<file path="src/rtl/qthresh_irq.sv">
module qthresh_irq #(
  parameter int IBI_DEPTH  = 8,
  parameter int RESP_DEPTH = 4,
  parameter int CMD_DEPTH  = 8,
  localparam int IW = $clog2(IBI_DEPTH + 1),
  localparam int RW = $clog2(RESP_DEPTH + 1),
  localparam int CW = $clog2(CMD_DEPTH + 1)
) (
  input  logic          clk,
  input  logic          rst_n,
  input  logic          wr_en,
  input  logic [31:0]   wr_data,
  output logic [31:0]   rd_data,
  input  logic [IW-1:0] ibi_count,
  input  logic [RW-1:0] resp_count,
  input  logic [CW-1:0] cmd_free,
  output logic          ibi_irq,
  output logic          resp_irq,
  output logic          cmd_irq,
  output logic [7:0]    seg_size
);

  localparam logic [31:0] RESET_WORD = 32'h0100_0100;
  localparam logic [7:0]  IBI_MAX    = 8'(IBI_DEPTH - 1);
  localparam logic [7:0]  RESP_MAX   = 8'(RESP_DEPTH - 1);
  localparam logic [7:0]  CMD_MAX    = 8'(CMD_DEPTH - 1);

  logic [31:0] ctrl_q;
  logic [7:0]  ibi_lim, resp_lim, cmd_lim;
  logic        ibi_hit, resp_hit, cmd_hit;

  always_ff @(posedge clk or negedge rst_n)
    if (!rst_n)     ctrl_q <= RESET_WORD;
    else if (wr_en) ctrl_q <= wr_data;

  assign rd_data  = ctrl_q;
  assign seg_size = ctrl_q[23:16];

  assign ibi_lim  = (ctrl_q[31:24] > IBI_MAX)  ? IBI_MAX  : ctrl_q[31:24];
  assign resp_lim = (ctrl_q[15:8]  > RESP_MAX) ? RESP_MAX : ctrl_q[15:8];
  assign cmd_lim  = (ctrl_q[7:0]   > CMD_MAX)  ? CMD_MAX  : ctrl_q[7:0];

  assign ibi_hit  = 9'(ibi_count)  >= ({1'b0, ibi_lim}  + 9'd1);
  assign resp_hit = 9'(resp_count) >= ({1'b0, resp_lim} + 9'd1);
  assign cmd_hit  = (ctrl_q[7:0] == 8'd0) ? (32'(cmd_free) == CMD_DEPTH)
                                          : (9'(cmd_free) >= {1'b0, cmd_lim});

  always_ff @(posedge clk or negedge rst_n)
    if (!rst_n) begin
      ibi_irq  <= 1'b0;
      resp_irq <= 1'b0;
      cmd_irq  <= 1'b0;
    end else begin
      ibi_irq  <= ibi_hit;
      resp_irq <= resp_hit;
      cmd_irq  <= cmd_hit;
    end

  p_reset_word_r1: assert property (@(posedge clk) disable iff (!rst_n)
    $rose(rst_n) |-> rd_data == RESET_WORD);
  p_write_kept_r2: assert property (@(posedge clk) disable iff (!rst_n)
    wr_en |=> rd_data == $past(wr_data));
  p_ibi_empty_r3: assert property (@(posedge clk) disable iff (!rst_n)
    ibi_count == '0 |=> !ibi_irq);
  p_ibi_full_r4: assert property (@(posedge clk) disable iff (!rst_n)
    32'(ibi_count) == IBI_DEPTH |=> ibi_irq);
  p_resp_empty_r5: assert property (@(posedge clk) disable iff (!rst_n)
    resp_count == '0 |=> !resp_irq);
  p_resp_full_r6: assert property (@(posedge clk) disable iff (!rst_n)
    32'(resp_count) == RESP_DEPTH |=> resp_irq);
  p_cmd_none_free_r7: assert property (@(posedge clk) disable iff (!rst_n)
    cmd_free == '0 |=> !cmd_irq);
  p_cmd_all_free_r8: assert property (@(posedge clk) disable iff (!rst_n)
    32'(cmd_free) == CMD_DEPTH |=> cmd_irq);
  p_flags_steady_r10: assert property (@(posedge clk) disable iff (!rst_n)
    ($stable(ibi_count) && $stable(ctrl_q[31:24])) |=> $stable(ibi_irq));
  p_seg_follows_r11: assert property (@(posedge clk) disable iff (!rst_n)
    seg_size == rd_data[23:16]);

endmodule

</file>
<file path="config.mk">
export PLATFORM = sky130hd
export DESIGN_NAME = qthresh_irq
export DESIGN_NICKNAME = d
export VERILOG_FILES = /design/src/rtl/qthresh_irq.sv
export SDC_FILE = /design/constraint.sdc
export NUM_CORES = 1
export LEC_CHECK = 0
export BUFFER_PORTS_ARGS = -buffer_cell sky130_fd_sc_hd__clkbuf_2
export CAP_MARGIN = 0
export CELL_PAD_IN_SITES_DETAIL_PLACEMENT = 0
export CELL_PAD_IN_SITES_GLOBAL_PLACEMENT = 1
export CORE_ASPECT_RATIO = 1.25
export CORE_MARGIN = 2
export CORE_UTILIZATION = 30
export CTS_CLUSTER_SIZE = 8
export DETAILED_ROUTE_END_ITERATION = 7
export PLACE_DENSITY = 0.81
export SETUP_SLACK_MARGIN = 0.3
export SYNTH_ARGS = -nofsm -noshare
export SYNTH_HDL_FRONTEND = slang
export SYNTH_SLANG_ARGS = --single-unit
</file>
<file path="constraint.sdc">
create_clock -name clk -period 1.95 [get_ports clk]
set_clock_uncertainty 0.1 [all_clocks]
set_input_delay 0.195 -clock clk [delete_from_list [all_inputs] [get_ports clk]]
set_output_delay 0.195 -clock clk [all_outputs]
set_load 0.02 [all_outputs]
</file>
== Yosys cells after proc, flatten, opt, wreduce, memory -nomap -nowiden ==
Cells that the tools add are included.
Word-level totals
  bits in registers: 35
Cells by class
  magnitude comparators: 6
  equality and inequality tests: 1
  reduce and logical (&&, ||, !) cells: 1
  $add $sub $neg: 2
  multiplexer cells: 4
Operators with widths (count)
  8-bit two-way mux: 3
  8-bit by 1-bit adder with 9-bit output, second input constant: 2
  8-bit by 3-bit greater-than comparator with 1-bit output, second input constant: 2
  3-bit by 9-bit >= comparator with 1-bit output: 1
  4-bit by 9-bit >= comparator with 1-bit output: 1
  4-bit by 8-bit >= comparator with 1-bit output: 1
  8-bit by 2-bit greater-than comparator with 1-bit output, second input constant: 1
  8-bit logical NOT: 1
  4-bit equality test, second input constant: 1
  1-bit two-way mux: 1

== Depth between registers and ports, before layout ==
Gate-level depths: netlist (run 1).
  depth in word-level cells: 4
  mapped depth: 9

== Worst setup path before layout (run 1) ==
Ideal clock, no wire load.
  kind: reg2reg
  from: reg ctrl_q[13], in the netlist rd_data[13]
  to: reg resp_irq
  arrival: 1889 ps
  period minus slack after synthesis: 2107 ps
  slack: -157 ps
  required time: 1732 ps
  cell stages (with the launch flop): 9
  path through: dfrtp_1 nor4_1 nand2_1 or2_1 ha_1 inv_1 ha_1 a21o_1 a21o_1
Between the ends
  word-level cells in the longest chain between the ends: 4
RTL lines
  start: declaration: line 28  | logic [31:0] ctrl_q;
  start signal: assignment: line 34  | else if (wr_en) ctrl_q <= wr_data;
  8-bit by 2-bit greater-than comparator with 1-bit output: line 40  | assign resp_lim = (ctrl_q[15:8] > RESP_MAX) ? RESP_MAX : ctrl_q[15:8];
  8-bit two-way mux (*): line 40
  8-bit by 1-bit adder with 9-bit output (*): line 44  | assign resp_hit = 9'(resp_count) >= ({1'b0, resp_lim} + 9'd1);
  3-bit by 9-bit >= comparator with 1-bit output (*): line 44
  named net resp_hit: line 30  | logic ibi_hit, resp_hit, cmd_hit;
  end signal: assignment: line 55  | resp_irq <= resp_hit;
  end: declaration: line 18  | output logic resp_irq,
The timed path passes the listed nets; every way through them passes the cells marked *.
A chain may end at the register's enable or synchronous reset.

== Worst setup path in the final report (run 1) ==
  from: reg ctrl_q[12], in the netlist rd_data[12]
  to: reg resp_irq
Same word-level chain as after synthesis.

==> results of run 1 <==
metrics by stage:
stage	hold WS [ns]	cell area, um2	utilization (%)	worst slack, ns	instances
2_1_floorplan	-0.201	1790	-	-0.140	137
5_1_grt	0.0166	2520	45.7	-0.239	302
3_5_place_dp	0.0545	2330	42.2	-0.129	288
3_3_place_gp	0.0558	2330	42.2	-0.107	288
6_report	0.0259	2520	45.7	-0.128	302
4_1_cts	0.0108	2490	45.1	-0.117	300
power by group:
part	internal, mW	total [mW]	switching (mW)
logic	0.212	0.452	0.240
registers	0.805	0.864	0.0584
clock network	0.414	0.669	0.255
total	1.43	1.98	0.554
cells by family after synthesis:
group | count (synthesis) | share of synthesized area (%)
AOI/OAI and AO/OA | 9 | 3.10
xor gates and xnor gates | 1 | 0.505
adders and majority gates | 13 | 9.37
buffers and inverters | 21 | 6.56
DFF | 35 | 50.6
muxes | 33 | 21.4
other | 1 | 0.216
and+or+nand+nor | 24 | 8.22
sequential cells by signal (all words and copies together) (netlist names):
name      flops
resp_irq      1
cmd_irq       1
ibi_irq       1
rd_data      32
cells in the final DEF (no fill, tap or decap), types with 3 or more instances in the layout:
master	synthesis	final
clkbuf_8	0	6
nor2_1	8	8
inv_1	8	7
nand2_1	3	3
mux2_1	9	8
ha_1	13	10
mux2_2	24	24
clkbuf_2	0	88
ha_4	0	3
dfrtp_2	0	7
buf_4	8	15
dfrtp_1	33	26
or2_4	0	3
worst max-delay path, cell delays in order, from the launching register on:
cell     delay, ns
dfrtp_2       0.41
nor4_2        0.25
nand2_1       0.10
or2_1         0.23
ha_1          0.27
inv_1         0.03
ha_1          0.26
a21o_1        0.15
a21o_1        0.17
final cells by class:
class / instances / area, um2
fillers: 535 / 3000
flip-flops and latches: 35 / 887
multi-input cells: 81 / 818
repair buffers: 105 / 583
clock buffers: 6 / 82.6
well taps: 64 / 80.1
clock inverters: 2 / 35.0
inverters: 9 / 33.8
repair_timing:
item                                    CTS  global route
endpoints found under the hold margin    15             0
hold buffers                              1             0
endpoints found under the setup margin    3             3
pin swaps                                 7            10
buffers inserted                          3             2
gates resized for setup                   3             3
routing by layer:
metal  vias up  wire (um)  track usage (%)
li1        657          -                -
met1       625       1500             14.2
met2        57       1770             21.4
met3         5        268             3.38
met4         0         49             4.12
met5         -          0                0
worst min path at each step:
| stage | from | slack [ns] | endpoint | depth (start not counted) |
|---|---|---|---|---|
| floorplan | rst_n | -0.20 | cmd_irq | 0 |
| global placement | rst_n | 0.06 | rd_data[17] | 1 |
| detailed placement | rst_n | 0.05 | rd_data[17] | 1 |
| CTS | wr_data[18] | 0.01 | rd_data[18] | 2 |
| global route | wr_data[19] | 0.02 | rd_data[19] | 2 |
| finish | wr_data[18] | 0.03 | rd_data[18] | 2 |
==> results.yml, run 1 <==
status:
  violations: "setup timing"
  status: "finished with violations"
die:
  num_rows: 30
  pin_count: 89
  core_area_mm2: 0.00552
  die_area_mm2: 0.00641
  dieWidth_um: 72.0
  die_height_um: 89.0
  start_util_pct: 31.5
pwr:
  irDropWorstVdd_v: 0.000345
  leakage_nw: 1.28
  p_per_area_mw_per_mm2: 788
  power_mw: 1.98
detailed_routing:
  routed-via-count: 1344
  ant_nets: 0
  drc: 0
  drtPass1Iterations: 3
  drt_iter0_drc: 30
  routed_via_density: 4.45
  drt_wl_total_um: 3580
  wl_per_cell_um: 11.9
sta:
  min_period_ns: 2.08
  max_freq_ghz: 0.481
  period_share_pct: 107
  finalWorstSetupSlack_ns: -0.128
  hold_viol: 0
  finalSetupTns_ns: -0.212
  finalSetupViolCount: 2
  finalMaxSlewViolations: 0
  rsz0062_at_grt: "true"
setup_path:
  required_ns: 2.03
  crit_type: "register to register"
  endpoint: "resp_irq"
  r2r-start: "rd_data[12]"
  critPathLaunch: "rd_data[12]"
  start_kind: "register"
  r2r_setup_slack_ns: -0.13
  reg2reg_to: "resp_irq"
  endpoint_kind: "register"
  worstPathMaxFanout: 2
  reg2reg_depth: 8
  cp.arrival_ns: 2.15
synth:
  synthArstFlopShare_pct: 100
  synth_edf_count: 0
  syn_area_per_cell_um2: 12.7
  ys.warnings.count: 0
  ys.flop_type: "dfrtp_1"
  ys_seq_area_share_pct: 50.6
  synthesis.area_mm2: 0.00174
  yosysTopAreaCell: "dfrtp_1"
  yosys.cell_types.count: 27
  synth_most_common_cell: "dfrtp_1"
  syn_inst: 137
  ys_seq_elements: 35
  syn_nets: 196
  synth.area.top_cells: "dfrtp_1 (48%), mux2_2 (16%), ha_1 (9.4%)"
  synthTopCellsByCount: "dfrtp_1 (33), mux2_2 (24), ha_1 (13)"
  yosysTopAreaCellShare_pct: 47.6
clocking:
  clkTransAtPathRegs_ns: 0.07
  clk_latency_ns: 0.28
  htreeDepth: 2
  clockBufferDepth: 2
  cts_root_buffer: "clkbuf_8"
  cts_tree: "built"
  numCtsBuffers: 5
  clkSinkCount: 35
placement:
  dp_hpwl_um: 2810
  place_congestion: 0.732
  numPortBuffers: 88
global_route:
  grt-ovfl-total: 0
  grtUsageTotal_pct: 12.1
  grt_pass1_vias: 1388
  grt_max_degree: 21
  antenna_found_initial: 0
  grt_pass1_wl_um: 6090
layout:
  drive_above_1_share_pct: 68.1
  area_growth_syn_to_layout_pct: 45.2
  diodes: 0
  nNetsFinal: 296
run:
  cap_viol_max_count: 0
hold_path:
  min_path_type: "input port to register"
Note: power is estimated with default switching activity, not from simulation.
==> inputs of run 2 (changes only) <==
- MAX_ROUTING_LAYER: not set -> met4
- PLACE_DENSITY: 0.81 -> not set
- PLACE_DENSITY_LB_ADDON: not set -> 0.3
- SLEW_MARGIN: not set -> 25
==> results.yml, run 2 (synthesized netlist as in run 1, its figures left out) <==
sta:
  finalWorstSetupSlack_ns: -0.115
  period_share_pct: 106
  finalSetupViolCount: 2
  maxSlewHeadroom_pct: 54.6
  rsz0062_at_grt: "true"
  holdWs_ns: 0.0329
  tightest_slew_ns: 0.680
  min_period_ns: 2.07
  max_freq_ghz: 0.484
  hold_viol: 0
  finalMaxSlewViolations: 0
detailed_routing:
  drt_iter0_drc: 42
  ant_nets: 0
  drt_wl_total_um: 3440
  wl_per_cell_um: 11.3
  drc: 0
  routed_via_density: 4.38
  drtPass1Iterations: 4
  routed-via-count: 1336
global_route:
  grt_max_degree: 33
  grt-ovfl-total: 0
  antenna_found_initial: 0
  grtUsageTotal_pct: 12.1
  grt_pass1_vias: 1345
  grt_pass1_wl_um: 5910
placement:
  place_area_mm2: 0.00234
  numPortBuffers: 88
  dp_hpwl_um: 2770
  place_congestion: 0.700
pwr:
  p_per_area_mw_per_mm2: 720
  leakage_nw: 1.27
  irDropWorstVdd_v: 0.000347
clocking:
  clkTransAtPathRegs_ns: 0.07
  clockBufferDepth: 2
  cts_tree: "built"
  clk_latency_ns: 0.27
  numCtsBuffers: 5
  clkSinkCount: 35
  cts_root_buffer: "clkbuf_8"
  htreeDepth: 2
die:
  core_area_mm2: 0.00552
  start_util_pct: 31.5
  die_area_mm2: 0.00641
  num_rows: 30
  pin_count: 89
  die_height_um: 89.0
  dieWidth_um: 72.0
setup_path:
  endpoint_kind: "register"
  cp.arrival_ns: 2.13
  start_kind: "register"
  required_ns: 2.02
  worstPathMaxFanout: 2
  crit_type: "register to register"
layout:
  area_growth_syn_to_layout_pct: 44.2
  largest_register_ffs: 32
  nNetsFinal: 299
  drive_above_1_share_pct: 68.0
  fill_cells: 532
  final_cell_mix: "clkbuf_2 (88), dfrtp_1 (26), mux2_2 (24)"
  final_common_cell: "clkbuf_2"
  fin_area_mm2: 0.00250
  diodes: 0
status:
  violations: "setup timing"
  status: "finished with violations"
run:
  cap_viol_max_count: 0
hold_path:
  min_path_type: "input port to register"
==> run 2: cell types whose count changed in the layout (fill, tap and decap cells not counted), sizes merged <==
cell / delta
clkbuf: +1
buf: +3
bufinv: -1
==> run 2: area by class of cell <==
type	count	area (um2)	area share, %
Clock buffer	7	76.3	3.05
Timing Repair Buffer	108	593	23.7
Inverter	9	36.3	1.45
Tap cell	64	80.1	3.20
Sequential cell	35	887	35.5
Clock inverter	1	5.00	0.200
Multi-Input combinational cell	81	825	33.0
==> run 2: path summary, 6_finish.rpt <==
| path | cells past startpoint | start | slack (ns) | end |
|---|---|---|---|---|
| worst max-delay path | 8 | rd_data[11] | -0.12 | resp_irq |
| worst min-delay path | 2 | wr_data[28] | 0.03 | rd_data[28] |
| worst max register to register | 8 | rd_data[11] | -0.12 | resp_irq |
| worst min register to register | 1 | rd_data[17] | 0.42 | rd_data[17] |
| max in group asynchronous | 3 | rst_n | 0.78 | rd_data[0] |
| min in group asynchronous | 2 | rst_n | 0.39 | resp_irq |
==> run 2: metrics by stage <==
stage	TNS (ns)	power [mW]	setup WS, ns	util [%]	std cells
floorplan	-0.231	1.14	-0.140	-	137
global placement	-0.199	1.32	-0.148	42.4	291
detailed placement	-0.280	1.32	-0.174	42.4	291
CTS	-0.195	1.84	-0.127	45.2	305
global route	-0.420	1.93	-0.191	45.4	305
finish	-0.129	1.80	-0.115	45.4	305
==> run 2: layer usage <==
| metal | share of wire (%) | vias to the layer above | global-route usage, % |
|---|---|---|---|
| li1 | - | 664 | - |
| met1 | 42 | 610 | 13.9 |
| met2 | 49 | 60 | 20.2 |
| met3 | 8.9 | 2 | 3.61 |
| met4 | 0.64 | 0 | 4.12 |
| met5 | 0 | - | - |
==> run 2: critical path, stage by stage, from the launching register on <==
cell and delay [ns]:
dfrtp_1 0.39, nor4_2 0.28, nand2_1 0.08, or2_1 0.23, ha_1 0.27, inv_1 0.03, ha_1 0.26, a21o_1 0.16
a21o_1 0.17
==> run 2: power breakdown <==
group	total [mW]	switching, mW	internal (mW)	leakage (nW)
Clock	0.482	0.232	0.250	0.0422
Sequential	0.862	0.0560	0.806	0.402
Combinational	0.458	0.244	0.214	0.829
==> run 2: timing repair <==
action                                 CTS  global route
buffers inserted                         5             0
resized for setup                        6             3
pin swaps                               10             8
endpoints found under the hold margin   25             0
hold buffers                             1             0
setup endpoints to repair                3             3
==> inputs of run 3 (changes only) <==
- ABC_AREA: not set -> 1
==> results.yml, run 3 <==
status:
  status: "finished clean"
detailed_routing:
  drc: 0
  drtPass1Iterations: 4
  drt_wl_total_um: 4150
  wl_per_cell_um: 12.5
  routed_via_density: 4.47
  drt_iter0_drc: 41
  routed-via-count: 1488
  ant_nets: 0
sta:
  max_freq_ghz: 0.519
  rsz0062_at_grt: "true"
  holdWs_ns: 0.0174
  period_share_pct: 98.8
  finalWorstSetupSlack_ns: 0.0232
  maxSlewHeadroom_pct: 60.7
  finalSetupTns_ns: 0
  finalSetupViolCount: 0
  hold_viol: 0
  finalMaxSlewViolations: 0
  min_period_ns: 1.93
  tightest_slew_ns: 0.590
synth:
  synth_edf_count: 0
  yosysTopAreaCell: "dfrtp_1"
  synthesis.area_mm2: 0.00179
  ys_seq_area_share_pct: 49.0
  ys.flop_type: "dfrtp_1"
  ys_seq_elements: 35
  yosys.cell_types.count: 17
  synth.area.top_cells: "dfrtp_1 (46%), mux2_2 (16%), ha_1 (9.1%)"
  yosysTopAreaCellShare_pct: 46.1
  syn_nets: 229
  synth_most_common_cell: "dfrtp_1"
  syn_area_per_cell_um2: 10.5
  synthArstFlopShare_pct: 100
  ys.warnings.count: 0
  syn_inst: 170
  synthTopCellsByCount: "dfrtp_1 (33), mux2_2 (25), inv_1 (24)"
global_route:
  grtUsageTotal_pct: 13.8
  grt_pass1_wl_um: 6820
  antenna_found_initial: 0
  grt_pass1_vias: 1539
  grt_max_degree: 40
  grt-ovfl-total: 0
die:
  dieWidth_um: 73.1
  start_util_pct: 31.0
  pin_count: 89
  num_rows: 31
  core_area_mm2: 0.00578
  die_height_um: 90.4
  die_area_mm2: 0.00661
layout:
  drive_above_1_share_pct: 61.4
  area_growth_syn_to_layout_pct: 40.0
  final_cell_mix: "clkbuf_2 (88), mux2_2 (25), dfrtp_1 (23)"
  largest_register_ffs: 32
  diodes: 0
  final_common_cell: "clkbuf_2"
  fin_cells: 333
  nNetsFinal: 325
placement:
  place_ws_ns: -0.0186
  place_congestion: 0.717
  numPortBuffers: 88
  dpl.cell_count: 315
  dp_hpwl_um: 3160
pwr:
  p_per_area_mw_per_mm2: 738
  power_mw: 1.85
  switchingPower_uw: 583
  power.share.clock_pct: 27.3
  combinationalPowerShare_pct: 26.1
  power.internal_mw: 1.27
  seqPwrFrac_pct: 46.6
  irDropWorstVdd_v: 0.000351
  leakage_nw: 1.30
  swShare_pct: 31.5
setup_path:
  start_kind: "register"
  cp.arrival_ns: 1.99
  required_ns: 2.01
  crit_type: "register to register"
  endpoint_kind: "register"
  worstPathMaxFanout: 3
  reg2reg_depth: 12
run:
  cap_viol_max_count: 0
hold_path:
  min_path_type: "input port to register"
  hold_path_depth: 3
clocking:
  clk_latency_ns: 0.28
  cts_root_buffer: "clkbuf_8"
  numCtsBuffers: 5
  cts_tree: "built"
  clkSinkCount: 35
  clockBufferDepth: 2
  htreeDepth: 2
  clkTransAtPathRegs_ns: 0.07
-- run 3: final timing paths --
kind                                  start          end  slack [ns]
min in group asynchronous             rst_n   rd_data[7]        0.35
worst max register to register  rd_data[30]      ibi_irq        0.02
max in group asynchronous             rst_n  rd_data[14]        0.76
worst min register to register   rd_data[8]   rd_data[8]        0.41
worst max-delay path            rd_data[30]      ibi_irq        0.02
worst min-delay path            wr_data[26]  rd_data[26]        0.02
-- run 3: worst max-delay path: stages (launching register included) --
cell and delay, ns:
dfrtp_2 0.42, nor2_2 0.12, nand3_2 0.11, nor2_4 0.13, inv_2 0.05, ha_4 0.15, nand3b_1 0.16, nand2_2 0.09
ha_4 0.20, nand2_2 0.06, inv_2 0.03, o21ai_1 0.10, nand4_1 0.08
-- run 3: per-layer routing --
metal	vias to the layer above	track usage (%)	share of wire, %
met2	47	25.1	57
met4	0	5.09	0.99
met1	700	13.7	38
met3	2	3.57	4.7
met5	-	-	0
li1	739	-	-
-- run 3: timing repair --
| action | CTS | global route |
|---|---|---|
| setup buffers | 6 | 3 |
| hold endpoints to repair | 19 | 0 |
| pin swaps | 4 | 12 |
| endpoints found under the setup margin | 3 | 3 |
| hold buffers | 1 | 0 |
| gates resized for setup | 3 | 18 |
-- run 3: logic make-up (layout without fill, tap and decap cells) --
group	Yosys count	in the layout	synth area share (%)
AND/OR/NAND/NOR	49	49	11.9
flip-flops	35	35	49.0
multiplexers	25	25	15.7
buffers and inverters	36	133	10.9
AO/OA/AOI/OAI	11	11	3.21
adder cells (fa/ha/maj)	13	13	9.07
other	1	1	0.209
-- run 3: metrics by stage --
step | utilization (%) | area [um2]
after detailed placement | 39.5 | 2280
after floorplan | - | 1830
final | 43.4 | 2510
after global placement | 39.5 | 2280
after global routing | 43.4 | 2510
after CTS | 42.1 | 2430
-- run 3: area by class of cell --
type | count | area, um2
Clock inverter | 1 | 5.00
Fill cell | 607 | 3270
Timing Repair Buffer | 101 | 553
Sequential cell | 35 | 891
Multi-Input combinational cell | 99 | 812
Inverter | 24 | 90.1
Tap cell | 66 | 82.6
Clock buffer | 7 | 76.3
-- run 3: power groups by stage --
stage / logic (mW) / registers, mW / clock network (mW)
detailed placement: 0.448 / 0.876 / 0
global placement: 0.446 / 0.872 / 0
finish: 0.483 / 0.864 / 0.505
global route: 0.532 / 0.876 / 0.568
CTS: 0.472 / 0.858 / 0.537
floorplan: 0.193 / 0.964 / 0
